$ cat config.mk
export PLATFORM = sky130hd
export DESIGN_NAME = nvw_ctrl
export DESIGN_NICKNAME = d
export VERILOG_FILES = /design/src/rtl/nvw_pkg.sv /design/src/rtl/nvw_busy_timer.sv /design/src/rtl/nvw_nv_array.sv /design/src/rtl/nvw_wiper_bank.sv /design/src/rtl/nvw_ctrl.sv
export SDC_FILE = /design/constraint.sdc
export NUM_CORES = 1
export LEC_CHECK = 0
export BUFFER_PORTS_ARGS = -buffer_cell sky130_fd_sc_hd__buf_2
export CAP_MARGIN = 20
export CORE_MARGIN = 2
export CORE_UTILIZATION = 67
export DETAILED_ROUTE_END_ITERATION = 7
export PLACE_DENSITY = 0.83
export SLEW_MARGIN = 20
export SYNTH_ARGS = -nofsm -noshare
export SYNTH_HDL_FRONTEND = slang
export SYNTH_HIERARCHICAL = 1
export SYNTH_SLANG_ARGS = --single-unit
$ cat constraint.sdc
create_clock -name clk -period 9.9 [get_ports clk]
set_input_delay 1.485 -clock clk [delete_from_list [all_inputs] [get_ports clk]]
set_output_delay 1.485 -clock clk [all_outputs]
set_load 0.05 [all_outputs]
$ cat src/rtl/nvw_pkg.sv
// Shared encodings of the wiper register controller.
// Assumes a byte-wide data path and a five-bit register address.
package nvw_pkg;
    localparam int DATA_W = 8;
    localparam int ADDR_W = 5;

    typedef enum logic [1:0] {
        OP_WRITE = 2'd0,
        OP_READ  = 2'd1,
        OP_CMD   = 2'd2,
        OP_NONE  = 2'd3
    } req_op_e;

    typedef enum logic [3:0] {
        QC_NOP     = 4'd0,
        QC_RESTORE = 4'd1,
        QC_STORE   = 4'd2,
        QC_INC     = 4'd3,
        QC_DEC     = 4'd4,
        QC_DOUBLE  = 4'd5,
        QC_HALVE   = 4'd6
    } qcmd_e;

    typedef enum logic [1:0] {
        ADJ_INC    = 2'd0,
        ADJ_DEC    = 2'd1,
        ADJ_DOUBLE = 2'd2,
        ADJ_HALVE  = 2'd3
    } adj_e;
endpackage

$ cat src/rtl/nvw_busy_timer.sv
// Busy window timer. A window opens at reset (power-up restore) or on a start
// pulse. load_mask pulses in the last cycle of a restore window, so that the
// wipers load on the closing edge. Assumes starts only arrive while idle.
module nvw_busy_timer #(
    parameter int NUM_CH         = 2,
    parameter int BUSY_CYCLES    = 2600000,
    parameter int RESTORE_CYCLES = 30000
) (
    input  logic              clk,
    input  logic              rst_n,
    input  logic              start_nv,
    input  logic              start_rst,
    input  logic [NUM_CH-1:0] rst_mask_in,
    output logic              busy,
    output logic [NUM_CH-1:0] load_mask
);
    localparam int MAXC  = (BUSY_CYCLES > RESTORE_CYCLES) ? BUSY_CYCLES : RESTORE_CYCLES;
    localparam int CNT_W = $clog2(MAXC + 1);

    logic [CNT_W-1:0]  cnt_q;
    logic [NUM_CH-1:0] pend_q;

    // Count the window down and remember which channels await a restore.
    always_ff @(posedge clk) begin
        if (!rst_n) begin
            cnt_q  <= CNT_W'(RESTORE_CYCLES);
            pend_q <= '1;
        end else if (cnt_q != '0) begin
            cnt_q <= cnt_q - 1'b1;
            if (cnt_q == CNT_W'(1)) begin
                pend_q <= '0;
            end
        end else if (start_rst) begin
            cnt_q  <= CNT_W'(RESTORE_CYCLES);
            pend_q <= rst_mask_in;
        end else if (start_nv) begin
            cnt_q <= CNT_W'(BUSY_CYCLES);
        end
    end

    // Busy flag and restore strobe for the closing edge.
    always_comb begin
        busy      = (cnt_q != '0);
        load_mask = (cnt_q == CNT_W'(1)) ? pend_q : '0;
    end
endmodule

$ cat src/rtl/nvw_nv_array.sv
// Register model of the nonvolatile array: per-wiper slots at odd addresses
// 2k+1 and user bytes in USER_LO..USER_HI. Reset loads the factory image
// (SLOT_INIT in slots, zero elsewhere). Assumes the caller has already
// filtered out writes to unimplemented addresses.
module nvw_nv_array
    import nvw_pkg::*;
#(
    parameter int          W         = 8,
    parameter int          NUM_CH    = 2,
    parameter int          USER_HI   = 15,
    parameter logic [7:0]  SLOT_INIT = 8'h80
) (
    input  logic                clk,
    input  logic                rst_n,
    input  logic                wr_en,
    input  logic [ADDR_W-1:0]   wr_addr,
    input  logic [DATA_W-1:0]   wr_data,
    input  logic [NUM_CH-1:0]   st_mask,
    input  logic [NUM_CH*W-1:0] st_vals,
    input  logic [ADDR_W-1:0]   rd_addr,
    output logic [DATA_W-1:0]   rd_val,
    output logic [NUM_CH*W-1:0] slot_vals
);
    localparam int DEPTH = USER_HI + 1;
    localparam int IDX_W = $clog2(DEPTH);

    logic [DATA_W-1:0] mem [DEPTH];

    for (genvar i = 0; i < DEPTH; i++) begin : g_cell
        if ((i % 2 == 1) && (i / 2 < NUM_CH)) begin : g_slot
            localparam int CH = i / 2;
            // Slot cell: store command has priority over a direct write.
            always_ff @(posedge clk) begin
                if (!rst_n) begin
                    mem[i] <= SLOT_INIT;
                end else if (st_mask[CH]) begin
                    mem[i] <= DATA_W'(st_vals[CH*W +: W]);
                end else if (wr_en && wr_addr == ADDR_W'(i)) begin
                    mem[i] <= wr_data;
                end
            end
        end else begin : g_user
            // User byte cell: direct writes only.
            always_ff @(posedge clk) begin
                if (!rst_n) begin
                    mem[i] <= '0;
                end else if (wr_en && wr_addr == ADDR_W'(i)) begin
                    mem[i] <= wr_data;
                end
            end
        end
    end

    for (genvar k = 0; k < NUM_CH; k++) begin : g_out
        // Expose each slot's wiper-width value for restore.
        always_comb slot_vals[k*W +: W] = mem[2*k+1][W-1:0];
    end

    // Combinational read port; out-of-range addresses read zero.
    always_comb begin
        rd_val = (rd_addr < ADDR_W'(DEPTH)) ? mem[rd_addr[IDX_W-1:0]] : '0;
    end
endmodule

$ cat src/rtl/nvw_wiper_bank.sv
// Volatile wiper registers. Per channel, priority is: restore load, then
// direct write, then step adjust. Reset forces midscale. Assumes at most one
// of the three sources targets a channel in a cycle.
module nvw_wiper_bank
    import nvw_pkg::*;
#(
    parameter int W      = 8,
    parameter int NUM_CH = 2
) (
    input  logic                clk,
    input  logic                rst_n,
    input  logic [NUM_CH-1:0]   load_mask,
    input  logic [NUM_CH*W-1:0] load_vals,
    input  logic [NUM_CH-1:0]   wr_mask,
    input  logic [W-1:0]        wr_val,
    input  logic [NUM_CH-1:0]   adj_mask,
    input  adj_e                adj_kind,
    output logic [NUM_CH*W-1:0] wipers
);
    localparam logic [W-1:0] MID  = W'(1) << (W - 1);
    localparam logic [W-1:0] FULL = '1;
    localparam logic [W-1:0] ONE  = W'(1);

    for (genvar k = 0; k < NUM_CH; k++) begin : g_ch
        logic [W-1:0] cur_q;
        logic [W-1:0] adj_nxt;

        // Next value for the selected step command, with saturation.
        always_comb begin
            unique case (adj_kind)
                ADJ_INC:    adj_nxt = (cur_q == FULL) ? cur_q : cur_q + 1'b1;
                ADJ_DEC:    adj_nxt = (cur_q == '0) ? cur_q : cur_q - 1'b1;
                ADJ_DOUBLE: adj_nxt = (cur_q == '0) ? ONE :
                                      (cur_q[W-1] ? FULL : {cur_q[W-2:0], 1'b0});
                default:    adj_nxt = {1'b0, cur_q[W-1:1]};
            endcase
        end

        // Wiper register update.
        always_ff @(posedge clk) begin
            if (!rst_n) begin
                cur_q <= MID;
            end else if (load_mask[k]) begin
                cur_q <= load_vals[k*W +: W];
            end else if (wr_mask[k]) begin
                cur_q <= wr_val;
            end else if (adj_mask[k]) begin
                cur_q <= adj_nxt;
            end
        end

        // Drive the packed output slice.
        always_comb wipers[k*W +: W] = cur_q;
    end
endmodule

$ cat src/rtl/nvw_ctrl.sv
// Top of the wiper register controller. Decodes single-cycle requests from a
// serial front end into wiper writes, nonvolatile writes, reads and quick
// commands. Honours write protect and the busy window. Assumes the front end
// presents each request for one cycle and NACKs while busy is high.
module nvw_ctrl
    import nvw_pkg::*;
#(
    parameter int         W              = 8,
    parameter int         NUM_CH         = 2,
    parameter int         USER_LO        = 4,
    parameter int         USER_HI        = 15,
    parameter logic [7:0] SLOT_INIT      = 8'h80,
    parameter int         BUSY_CYCLES    = 2600000,
    parameter int         RESTORE_CYCLES = 30000
) (
    input  logic                clk,
    input  logic                rst_n,
    input  logic                wp_n,
    input  logic                req_valid,
    input  logic [1:0]          req_op,
    input  logic                req_nv,
    input  logic [4:0]          req_addr,
    input  logic [7:0]          req_data,
    input  logic [3:0]          req_cmd,
    output logic                busy,
    output logic                rd_valid,
    output logic [7:0]          rd_data,
    output logic [NUM_CH*W-1:0] wipers
);
    localparam int CH_W = (NUM_CH > 1) ? $clog2(NUM_CH) : 1;

    logic                accept, mod_ok;
    logic [ADDR_W-2:0]   addr_hi;
    logic                is_wip, is_user, is_nv_impl;
    logic [CH_W-1:0]     ch_idx;
    logic [NUM_CH-1:0]   ch_mask;
    logic                do_wwr, do_nvwr, do_rd, do_cmd;
    logic                start_nv, start_rst;
    logic [NUM_CH-1:0]   st_mask, wr_mask, adj_mask, rst_mask, load_mask;
    adj_e                adj_kind;
    logic [DATA_W-1:0]   nv_rd_val, rd_sel;
    logic [NUM_CH*W-1:0] slot_vals;

    // Address decode and request qualification.
    always_comb begin
        addr_hi    = req_addr[ADDR_W-1:1];
        is_wip     = req_addr[0] && (addr_hi < (ADDR_W-1)'(NUM_CH));
        is_user    = (req_addr >= ADDR_W'(USER_LO)) && (req_addr <= ADDR_W'(USER_HI));
        is_nv_impl = is_wip || is_user;
        ch_idx     = CH_W'(addr_hi);
        ch_mask    = NUM_CH'(1) << ch_idx;
        accept     = req_valid && !busy;
        mod_ok     = accept && wp_n;
        do_wwr     = mod_ok && (req_op == OP_WRITE) && !req_nv && is_wip;
        do_nvwr    = mod_ok && (req_op == OP_WRITE) && req_nv && is_nv_impl;
        do_rd      = accept && (req_op == OP_READ);
        do_cmd     = mod_ok && (req_op == OP_CMD) && is_wip;
    end

    // Quick command decode into store, restore and step actions.
    always_comb begin
        st_mask   = '0;
        rst_mask  = '0;
        adj_mask  = '0;
        adj_kind  = ADJ_INC;
        start_rst = 1'b0;
        if (do_cmd) begin
            unique case (req_cmd)
                QC_RESTORE: begin
                    start_rst = 1'b1;
                    rst_mask  = ch_mask;
                end
                QC_STORE:  st_mask = ch_mask;
                QC_INC: begin
                    adj_mask = ch_mask;
                    adj_kind = ADJ_INC;
                end
                QC_DEC: begin
                    adj_mask = ch_mask;
                    adj_kind = ADJ_DEC;
                end
                QC_DOUBLE: begin
                    adj_mask = ch_mask;
                    adj_kind = ADJ_DOUBLE;
                end
                QC_HALVE: begin
                    adj_mask = ch_mask;
                    adj_kind = ADJ_HALVE;
                end
                default: ;
            endcase
        end
        start_nv = do_nvwr || (st_mask != '0);
        wr_mask  = do_wwr ? ch_mask : '0;
    end

    nvw_busy_timer #(
        .NUM_CH         (NUM_CH),
        .BUSY_CYCLES    (BUSY_CYCLES),
        .RESTORE_CYCLES (RESTORE_CYCLES)
    ) u_timer (
        .clk         (clk),
        .rst_n       (rst_n),
        .start_nv    (start_nv),
        .start_rst   (start_rst),
        .rst_mask_in (rst_mask),
        .busy        (busy),
        .load_mask   (load_mask)
    );

    nvw_nv_array #(
        .W         (W),
        .NUM_CH    (NUM_CH),
        .USER_HI   (USER_HI),
        .SLOT_INIT (SLOT_INIT)
    ) u_array (
        .clk       (clk),
        .rst_n     (rst_n),
        .wr_en     (do_nvwr),
        .wr_addr   (req_addr),
        .wr_data   (req_data),
        .st_mask   (st_mask),
        .st_vals   (wipers),
        .rd_addr   (req_addr),
        .rd_val    (nv_rd_val),
        .slot_vals (slot_vals)
    );

    nvw_wiper_bank #(
        .W      (W),
        .NUM_CH (NUM_CH)
    ) u_bank (
        .clk       (clk),
        .rst_n     (rst_n),
        .load_mask (load_mask),
        .load_vals (slot_vals),
        .wr_mask   (wr_mask),
        .wr_val    (req_data[W-1:0]),
        .adj_mask  (adj_mask),
        .adj_kind  (adj_kind),
        .wipers    (wipers)
    );

    // Read source select; unimplemented addresses return zero.
    always_comb begin
        if (req_nv) begin
            rd_sel = is_nv_impl ? nv_rd_val : '0;
        end else begin
            rd_sel = is_wip ? DATA_W'(wipers[ch_idx*W +: W]) : '0;
        end
    end

    // Register read response, one cycle after the request.
    always_ff @(posedge clk) begin
        if (!rst_n) begin
            rd_valid <= 1'b0;
            rd_data  <= '0;
        end else begin
            rd_valid <= do_rd;
            if (do_rd) begin
                rd_data <= rd_sel;
            end
        end
    end
endmodule

# Yosys cells after proc, flatten, opt, wreduce, memory -nomap -nowiden
# Memories as Yosys holds them, arrays and structs flattened.
# Index checks and enable logic that the tools add are counted.
op_classes:
  mux: 113
  n_lt_le_gt_ge: 4
  n_eq_ne: 33
  shift: 2
  n_bitwise: 18
  n_addsub: 5
  reduce_logical: 47
op_table:
  columns: ["op", "n"]
  rows:
  - ["$mux 8", 36]
  - ["$mux 22", 3]
  - ["$mux 1", 59]
  - ["$pmux 8 s3", 2]
  - ["$eq 5x4->1 const B", 8]
  - ["$logic_and 1x1->1", 28]
  - ["$mux 2", 12]
  - ["$eq 22x1->1 const B", 1]
  - ["$reduce_bool 22->1", 1]
  - ["$sub 22x1->22 const B", 1]
  - ["$eq 5x3->1 const B", 4]
  - ["$or 1x1->1", 18]
  - ["$add 8x1->8 const B", 2]
  - ["$eq 8x8->1 const B", 2]
  - ["$logic_not 8->1", 2]
  - ["$ne 4x3->1 const B", 4]
  - ["$shiftx 16x5->8", 1]
  - ["$sub 8x1->8 const B", 2]
  - ["$eq 4x3->1 const B", 3]
  - ["$eq 5x2->1 const B", 2]
  - ["$reduce_bool 3->1", 3]
  - ["$eq 4x2->1 const B", 2]
  - ["$pmux 2 s3", 1]
  - ["$reduce_and 3->1", 2]
  - ["17 further kinds", 23]
word_totals:
  out_inout_bits: 26
  regBits: 49
  word_cells: 229
  mem_count: 1
  mem_bits_rw: 128
memory_table:
  columns: ["name", "depth", "word_bits", "rd", "rd_ports_with_merged_regs", "wr", "line", "rtl"]
  rows:
  - ["u_array.mem", 16, 8, 3, 0, 16, "nvw_nv_array.sv:27", "logic [DATA_W-1:0] mem [DEPTH];"]

# Depth between registers and ports, before layout
# Gate-level depths: netlist of the first run.
depth:
  ltp_word: 13
  depth_mapped: 19
  depth_no_buf: 17

# Modules after synthesis
# Netlist of the first run, hierarchy kept.
by_module_without_submodules:
  columns: ["module", "cells_per_inst", "n_inst", "area_per_inst_um2"]
  rows:
  - ["nvw_nv_array", 458, 1, 6134.6]
  - ["nvw_wiper_bank", 290, 1, 2034.5]
  - ["nvw_busy_timer", 143, 1, 1222.4]
  - ["nvw_ctrl", 85, 1, 670.6]

# Worst setup path after synthesis of the first run
# OpenSTA, ideal clock, no wires.
synth_timing:
  kind: "reg2reg"
  start: "reg u_timer.cnt_q[9]"
  end: "reg u_bank.g_ch[0].cur_q[6]"
  path_slack_ps: 5488
  setup_time_ps: 92
  path_stages_with_launch: 19
  required_ps: 9808
  t_arrival_ps: 4319
  cell_sequence: "dfxtp_1 nor4_1 and2_1 clkbuf_1 nand4_1 and4bb_2 nand4_1 a21oi_1 nand2b_4 inv_4 buf_4 xnor2_1 ha_1 or2_0 a21oi_1 o21ai_2 a2111oi_2 a211oi_1 o32ai_1"
synth_via:
  elab_chain_len: 12
  elab_cells_between_ends: 25
  cone_classes: "5 x eq/ne; 8 x mux; 12 x reduce/logical"
synth_rtl:
  columns: ["element", "line", "rtl"]
  rows:
  - ["from (decl)", "nvw_busy_timer.sv:20", "logic [CNT_W-1:0] cnt_q;"]
  - ["from (signal assigned)", "nvw_busy_timer.sv:26", "cnt_q <= CNT_W'(RESTORE_CYCLES);"]
  - ["from (signal assigned)", "nvw_busy_timer.sv:29", "cnt_q <= cnt_q - 1'b1;"]
  - ["from (signal assigned)", "nvw_busy_timer.sv:34", "cnt_q <= CNT_W'(RESTORE_CYCLES);"]
  - ["$reduce_bool 22->1 (*)", "nvw_busy_timer.sv:43", "busy = (cnt_q != '0);"]
  - ["via busy", "nvw_ctrl.sv:25", "output logic busy,"]
  - ["$logic_not 1->1 (*)", "nvw_ctrl.sv:52", "accept = req_valid && !busy;"]
  - ["$logic_and 1x1->1 (*)", "nvw_ctrl.sv:52", null]
  - ["$logic_and 1x1->1 (*)", "nvw_ctrl.sv:53", "mod_ok = accept && wp_n;"]
  - ["$logic_and 1x1->1 (*) (2 in series)", "nvw_ctrl.sv:57", "do_cmd = mod_ok && (req_op == OP_CMD) && is_wip;"]
  - ["$mux 2 (*)", "nvw_ctrl.sv:67", "if (do_cmd) begin"]
  - ["via adj_kind[1]", "nvw_ctrl.sv:40", "adj_e adj_kind;"]
  - ["$eq 2x2->1 (tied with other cells)", "nvw_wiper_bank.sv:30", "unique case (adj_kind)"]
  - ["$pmux 8 s3", "nvw_wiper_bank.sv:30", null]
  - ["$mux 8", "nvw_wiper_bank.sv:47", "end else if (adj_mask[k]) begin"]
  - ["$mux 8", "nvw_wiper_bank.sv:45", "end else if (wr_mask[k]) begin"]
  - ["$mux 8", "nvw_wiper_bank.sv:43", "end else if (load_mask[k]) begin"]
  - ["to (signal assigned)", "nvw_wiper_bank.sv:44", "cur_q <= load_vals[k*W +: W];"]
  - ["to (signal assigned)", "nvw_wiper_bank.sv:46", "cur_q <= wr_val;"]
  - ["to (signal assigned)", "nvw_wiper_bank.sv:48", "cur_q <= adj_nxt;"]
  - ["to (decl)", "nvw_wiper_bank.sv:25", "logic [W-1:0] cur_q;"]
# Mark *: on every way through the listed nets, which the timed path passes. The rest lies on a longest branch. The select of a mux whose other input is x is not followed.
# A chain may end at the register's enable or synchronous reset.

# Worst setup path after layout of the first run
layout_timing:
  start: "in req_addr[3]"
  end: "reg u_bank.g_ch[0].cur_q[6]"
layout_via:
  elab_chain_len: 9
  elab_cells_between_ends: 18
  cone_classes: "1 x order compare; 4 x eq/ne; 7 x mux; 6 x reduce/logical"
layout_rtl:
  columns: ["element", "line", "rtl"]
  rows:
  - ["from (decl)", "nvw_ctrl.sv:22", "input logic [4:0] req_addr,"]
  - ["$lt 4x2->1 (*)", "nvw_ctrl.sv:47", "is_wip = req_addr[0] && (addr_hi < (ADDR_W-1)'(NUM_CH));"]
  - ["$logic_and 1x1->1 (*)", "nvw_ctrl.sv:47", null]
  - ["$logic_and 1x1->1 (*)", "nvw_ctrl.sv:57", null]
  - ["$mux 2 (*)", "nvw_ctrl.sv:67", null]
  - ["via adj_kind[1]", "nvw_ctrl.sv:40", null]
  - ["$eq 2x2->1 (tied with other cells)", "nvw_wiper_bank.sv:30", null]
  - ["$pmux 8 s3", "nvw_wiper_bank.sv:30", null]
  - ["$mux 8", "nvw_wiper_bank.sv:47", null]
  - ["$mux 8", "nvw_wiper_bank.sv:45", null]
  - ["$mux 8", "nvw_wiper_bank.sv:43", null]
# Marked as above.

==> results of run 1 <==
==> area by class of cell <==
| cell class | count | area, sq um | share of cell area [%] |
|---|---|---|---|
| sequential | 177 | 4820 | 44.1 |
| antenna | 1 | 2.50 | 0.0229 |
| clock inverter | 14 | 201 | 1.84 |
| inverter | 19 | 73.8 | 0.676 |
| multi-input combinational | 715 | 4870 | 44.5 |
| tap | 184 | 230 | 2.11 |
| timing repair buffer | 56 | 298 | 2.72 |
| clock buffer | 18 | 429 | 3.93 |
==> logic make-up after synthesis <==
logic type | Yosys count | share of synthesized area [%]
adders and majority gates | 11 | 1.37
DFF | 177 | 47.9
AOI/OAI and AO/OA | 239 | 15.6
xor gates and xnor gates | 23 | 2.00
buffers and inverters | 84 | 3.90
muxes | 72 | 7.67
and+or+nand+nor | 370 | 21.5
==> synth_stat cells, drive strengths merged (28+ instances only) <==
master | instances | share of area, %
edfxtp | 128 | 38
and2 | 106 | 6.6
o21ai | 69 | 3.5
mux2i | 67 | 6.7
dfxtp | 49 | 9.7
a21oi | 44 | 2.2
nor2 | 44 | 1.8
nor3 | 43 | 2.3
nand2 | 35 | 1.3
clkbuf | 33 | 1.3
buf | 32 | 1.9
a22oi | 30 | 2.2
nand3 | 28 | 1.4
==> path summary, 6_finish.rpt <==
check	end	slack, ns	cells after the start
worst max-delay path	u_bank/g_ch[0].cur_q[6]	5.20	15
worst min-delay path	u_timer/pend_q[1]	0.46	2
worst max register to register	u_bank/g_ch[0].cur_q[6]	5.33	17
worst min register to register	u_timer/pend_q[1]	0.46	2
==> report_power, final <==
| group | switching [mW] | leakage [nW] | total (mW) | internal (mW) |
|---|---|---|---|---|
| Combinational | 0.0725 | 2.02 | 0.108 | 0.0355 |
| Clock | 0.297 | 0.304 | 0.724 | 0.427 |
| Sequential | 0.00989 | 1.71 | 0.822 | 0.812 |
==> registers in the layout (all words and copies together) (netlist names) <==
name / flops
u_timer/cnt_q: 22
rd_data: 8
u_array/mem: 128
rd_valid: 1
u_timer/pend_q: 2
u_bank/g_ch.cur_q: 16
==> metrics by stage <==
step | area, sq um | power [mW] | hold WS, ns | worst slack [ns]
after floorplan | 10100 | 0.905 | 0.427 | 5.49
after global placement | 10300 | 0.939 | 0.445 | 5.03
after detailed placement | 10300 | 0.942 | 0.446 | 4.84
after CTS | 10900 | 1.65 | 0.462 | 5.27
after global routing | 10900 | 1.70 | 0.507 | 4.84
final | 10900 | 1.65 | 0.464 | 5.20
==> cell usage in the layout, fill, tap and decap left out, drive strengths merged, types with 6 or more instances in the layout <==
| master | netlist | final |
|---|---|---|
| edfxtp | 128 | 128 |
| and2 | 106 | 106 |
| o21ai | 69 | 69 |
| mux2i | 67 | 67 |
| buf | 32 | 56 |
| dfxtp | 49 | 49 |
| a21oi | 44 | 44 |
| nor2 | 44 | 44 |
| nor3 | 43 | 43 |
| nand2 | 35 | 35 |
| a22oi | 30 | 30 |
| nand3 | 28 | 28 |
| inv | 18 | 23 |
| nand2b | 21 | 21 |
| or3 | 21 | 21 |
| xnor2 | 19 | 19 |
| clkbuf | 33 | 18 |
| a22o | 15 | 15 |
| nor2b | 13 | 13 |
| a31oi | 12 | 12 |
| ha | 11 | 11 |
| nor4 | 10 | 10 |
| o211ai | 9 | 9 |
| a211oi | 9 | 9 |
| o31ai | 8 | 8 |
| and3 | 8 | 8 |
| or2 | 7 | 7 |
| or4 | 7 | 7 |
| o22ai | 6 | 6 |
==> tightest hold or removal path: stages (launching register included) <==
cell and delay (ns):
dfxtp_1 0.32, a32oi_1 0.06, nand2_1 0.06
==> routing by layer <==
layer	up-vias	global-route usage, %	routed length [microns]
met2	462	52.7	12400
met1	3842	44.6	10400
met5	-	0	0
met4	0	9.63	493
li1	3702	-	-
met3	59	7.55	2610
==> metrics, run 1 <==
CP required=10.24 ns; root buf cell=clkbuf_16; Syn Inst Count=976; FP Rows=44; non-filler cells, final=1184; final RePlAce weighted congestion=0.976; All-Layer GR Usage=32.7%; CP peak stage delay=0.61 ns; area delta synth->final=8.61%; Hold Buf Count CTS=0; setup repair bufs after CTS=0; DIE AREA=16000 sq um; async set-reset flop share out of synthesis=0%; pwr/cell area=151 nW/um^2; Mean Syn Cell Area=10.3 sq um; Pre-antenna DRT Iters=6; worst min path class=reg2reg; period utilisation layout=47.5%; setup TNS=0 ns; #FFs+latches synth=177; WP buf/inv=3; largest net degree at the start of global routing=69; main flop type after synthesis=edfxtp_1; TritonCTS Buffers=17; Slew headroom=30.2%; DP HPWL=16800 microns; number of DRC markers in iteration 0=1165; kind of critical path=in2reg; Routed Antenna Nets=0; crit end category=register; worst path cell trace=buf_2 > nor4b_1 > nand4_1 > a21oi_2 > buf_4 > nand2b_4 > inv_4 > xnor2_1 > ha_1 > or2_0 > a21oi_1 > o21ai_2 > a2111oi_2 > a211oi_1 > o32ai_1; filler instances=1022; Final min period=4.70 ns; Syn. warnings=6; Slew @ Worst Pin=1.04 ns; # nets final=1021; Vert. Die Dim=127 microns; layout cell share with drive strength beyond 1=12.4%; htree depth=4; DR vias/cell=6.81; # setup viols final=0; fin util=74.9%; core area=14600 sq um; Seq/Total Area, Yosys=47.9%; number of global-route vias before repair=7523; critical path arrival=5.04 ns; final hold vios=0; Total Wirelength=25900 microns; EDFF count, synth=128; Top delay family on crit path=simple AND/OR/NAND/NOR gates; Worst VDD drop=185 uV; CP startpoint=req_addr[3]; Vias=8065; CTS sink cnt=177; DRC viols=0; grt ovf=0; Worst-Skew Late Latency=0.44 ns; status=complete, no violations; Placed Cells=1151; Die Span X=127 microns; Fmax=213 MHz; Crit Path Max Fanout=30; max_cap viols=0; synth unique cells=84; clock tree buffer depth=2; CTS tree=yes; mapped cell area=10100 sq um; r2r startpoint=u_timer/cnt_q[9]; post-cts repair resize count=0; kind of start point of the critical path=primary input; Slowest cell on crit path=nor4b_1; initial antenna violation count=0; Clock Pin Slew Worst Setup and Hold Paths=0.07 ns; Final Max Slew Viols=0; worst hold path startpoint=u_timer/pend_q[1]; first-pass GRT wire length=40200 microns; initial core utilization=69.0%; syn_nets=1011; Port Buffers=49; RSZ-0062 raised after global routing=no; post-DR wirelength/cell=21.9 microns; worst clock skew=0.00934 ns; I/O pin total=50; Leak=4.04 nW
Power figures use the tool's default switching activity.
==> inputs of run 2 (changes only) <==
--- a/config.mk
+++ b/config.mk
@@ -8,9 +8,9 @@
 export BUFFER_PORTS_ARGS = -buffer_cell sky130_fd_sc_hd__buf_2
 export CAP_MARGIN = 20
 export CORE_MARGIN = 2
-export CORE_UTILIZATION = 67
+export CORE_UTILIZATION = 62
 export DETAILED_ROUTE_END_ITERATION = 7
-export PLACE_DENSITY = 0.83
+export PLACE_DENSITY = 0.77
 export SLEW_MARGIN = 20
 export SYNTH_ARGS = -nofsm -noshare
 export SYNTH_HDL_FRONTEND = slang
==> constraint.sdc (replaced) <==
create_clock -name clk -period 4.7 [get_ports clk]
set_input_delay 0.705 -clock clk [delete_from_list [all_inputs] [get_ports clk]]
set_output_delay 0.705 -clock clk [all_outputs]
set_load 0.05 [all_outputs]
==> metrics, run 2 (synthesis gave the netlist of run 1 again) <==
post-cts repair resize count=0 (unchanged); commonest non-fill, non-tap cell in the layout=edfxtp_1; htree depth=4 (unchanged); number of DRC markers in iteration 0=1067 (-8.4%); switching share of total power=23.2% (+0.26 points); initial core utilization=63.3% (-5.6 points); Slew headroom=23.8% (-6.4 points); Hold Buf Count CTS=0 (unchanged); DP HPWL=17300 microns (+2.7%); I/O pin total=50 (unchanged); Slew @ Worst Pin=1.14 ns (+0.0942 ns); DR vias/cell=6.56 (-3.7%); DRC viols=0 (unchanged); Final Max Slew Viols=0 (unchanged); Largest register FFs=128 (unchanged); CTS tree=yes; post-DR wirelength/cell=21.0 microns (-3.8%); largest net degree at the start of global routing=38 (-45%); setup repair bufs after CTS=0 (unchanged); Total Wirelength=25900 microns (about the same); Fmax=237 MHz; period utilisation layout=89.6%; combinational power share=7.0% (+0.5 points); Reg with most FFs=u_array/mem; Top Registers=u_array/mem (128), u_timer/cnt_q (22), u_bank/g_ch.cur_q (16); Pre-antenna DRT Iters=6 (unchanged); TritonCTS Buffers=17 (unchanged); critical path arrival=4.55 ns (-0.49 ns); Vias=8075 (+0.12%); most frequent cells in the layout=128 x edfxtp_1, 106 x and2_1, 67 x mux2i_1, 63 x o21ai_0, 49 x dfxtp_1; flop-to-flop setup slack=0.49 ns (-4.84 ns); pwr/cell area=303 nW/um^2 (+100%); CTS sink cnt=177 (unchanged); status=complete, no violations; All-Layer GR Usage=30.6% (-2.1 points); crit end category=register; root buf cell=clkbuf_16; # setup viols final=0 (unchanged); number of global-route vias before repair=7548 (+0.33%); R2R cell count=16 (-1); diodes inserted=0 (-1); area delta synth->final=9.54%; kind of start point of the critical path=register; clock share of power=41.2% (-2.6 points); final RePlAce weighted congestion=0.919 (-5.9%); non-filler cells, final=1231 (+4.0%); R2R Path End=u_bank/g_ch[0].cur_q[6]; r2r startpoint=u_timer/cnt_q[9]; initial antenna violation count=0 (unchanged); Routed Antenna Nets=0 (unchanged); clock tree buffer depth=2 (unchanged); first-pass GRT wire length=41000 microns (+2.1%); fin util=69.4% (-5.5 points); Crit Path Max Fanout=22 (-27%); # nets final=1037 (+1.6%); P_sw=0.775 mW (+100%); layout cell share with drive strength beyond 1=13.4% (+0.99 points); core area=15900 sq um (+8.9%); setup TNS=0 ns (unchanged); DIE AREA=17300 sq um (+7.8%); Leak=4.10 nW (+1.6%); sequential share of power=51.8% (+2.1 points); kind of critical path=reg2reg; Port Buffers=49 (unchanged); worst min path class=reg2reg; FP Rows=46 (+4.5%); CP required=5.04 ns (-5.20 ns); Placed Cells=1199 (+4.2%); Final min period=4.21 ns; grt ovf=0 (unchanged); final hold vios=0 (unchanged); Min-Delay Endpoint=u_timer/pend_q[1]; RSZ-0062 raised after global routing=no; Vert. Die Dim=131 microns (+3.8%); Worst-Skew Late Latency=0.43 ns (about the same); Pint=2.57 mW (+100%); worst hold margin=0.482 ns (+0.0181 ns); worst hold stages=2 (unchanged); worst clock skew=0.0102 ns (+0.000900 ns); worst hold path startpoint=u_timer/pend_q[1]; Worst VDD drop=267 uV (+44%); Die Span X=131 microns (+3.8%); max_cap viols=0 (unchanged); Clock Pin Slew Worst Setup and Hold Paths=0.07 ns (about the same)
## run 2: per-layer routing
layer	GRT usage, %	part of all wire, %	vias to the layer above
met3	6.02	8.4	48
met1	43.5	42	3918
li1	-	-	3721
met5	0	0	-
met4	8.51	2.0	0
met2	48.2	47	388
## run 2: cell type report
| type | instances | area [sq um] |
|---|---|---|
| multi-input combinational | 715 | 4850 |
| clock buffer | 22 | 509 |
| fill | 1267 | 4860 |
| clock inverter | 10 | 70.1 |
| timing repair buffer | 72 | 420 |
| inverter | 19 | 73.8 |
| tap | 216 | 270 |
| sequential | 177 | 4820 |
## run 2: worst max path at each step
stage	start	cells past startpoint	endpoint
final	u_timer/cnt_q[9]	16	u_bank/g_ch[0].cur_q[6]
after global routing	u_timer/cnt_q[9]	16	u_bank/g_ch[0].cur_q[6]
after CTS	u_timer/cnt_q[9]	16	u_bank/g_ch[0].cur_q[6]
after detailed placement	u_timer/cnt_q[9]	16	u_bank/g_ch[0].cur_q[6]
after global placement	u_timer/cnt_q[9]	16	u_bank/g_ch[0].cur_q[6]
after floorplan	u_timer/cnt_q[9]	18	u_bank/g_ch[0].cur_q[6]
## run 2: power groups by stage
| stage | Clock, mW | Sequential (mW) | Combinational [mW] |
|---|---|---|---|
| after global routing | 1.46 | 1.73 | 0.254 |
| final | 1.38 | 1.73 | 0.235 |
| after detailed placement | 0 | 1.76 | 0.231 |
| after floorplan | 0 | 1.76 | 0.148 |
| after global placement | 0 | 1.76 | 0.227 |
| after CTS | 1.39 | 1.73 | 0.232 |
## run 2: metrics by stage
stage / power, mW / setup WS (ns) / cell area, sq um
2_1_floorplan: 1.91 / 0.288 / 10100
3_3_place_gp: 1.99 / 0.776 / 10400
3_5_place_dp: 2.00 / 0.593 / 10400
4_1_cts: 3.35 / 0.537 / 11000
5_1_grt: 3.45 / 0.156 / 11000
6_report: 3.34 / 0.487 / 11000
## run 2: worst max-delay path: stages (launching register included)
cell	delay, ns
dfxtp_1	0.36
nor4_1	0.56
and2_1	0.35
nand4_1	0.18
and4bb_2	0.39
nand4_1	0.17
a21oi_2	0.21
nand2b_4	0.19
inv_4	0.12
xnor2_1	0.15
ha_1	0.22
or2_0	0.22
a21oi_1	0.18
o21ai_2	0.10
a2111oi_2	0.36
a211oi_1	0.10
o32ai_1	0.27
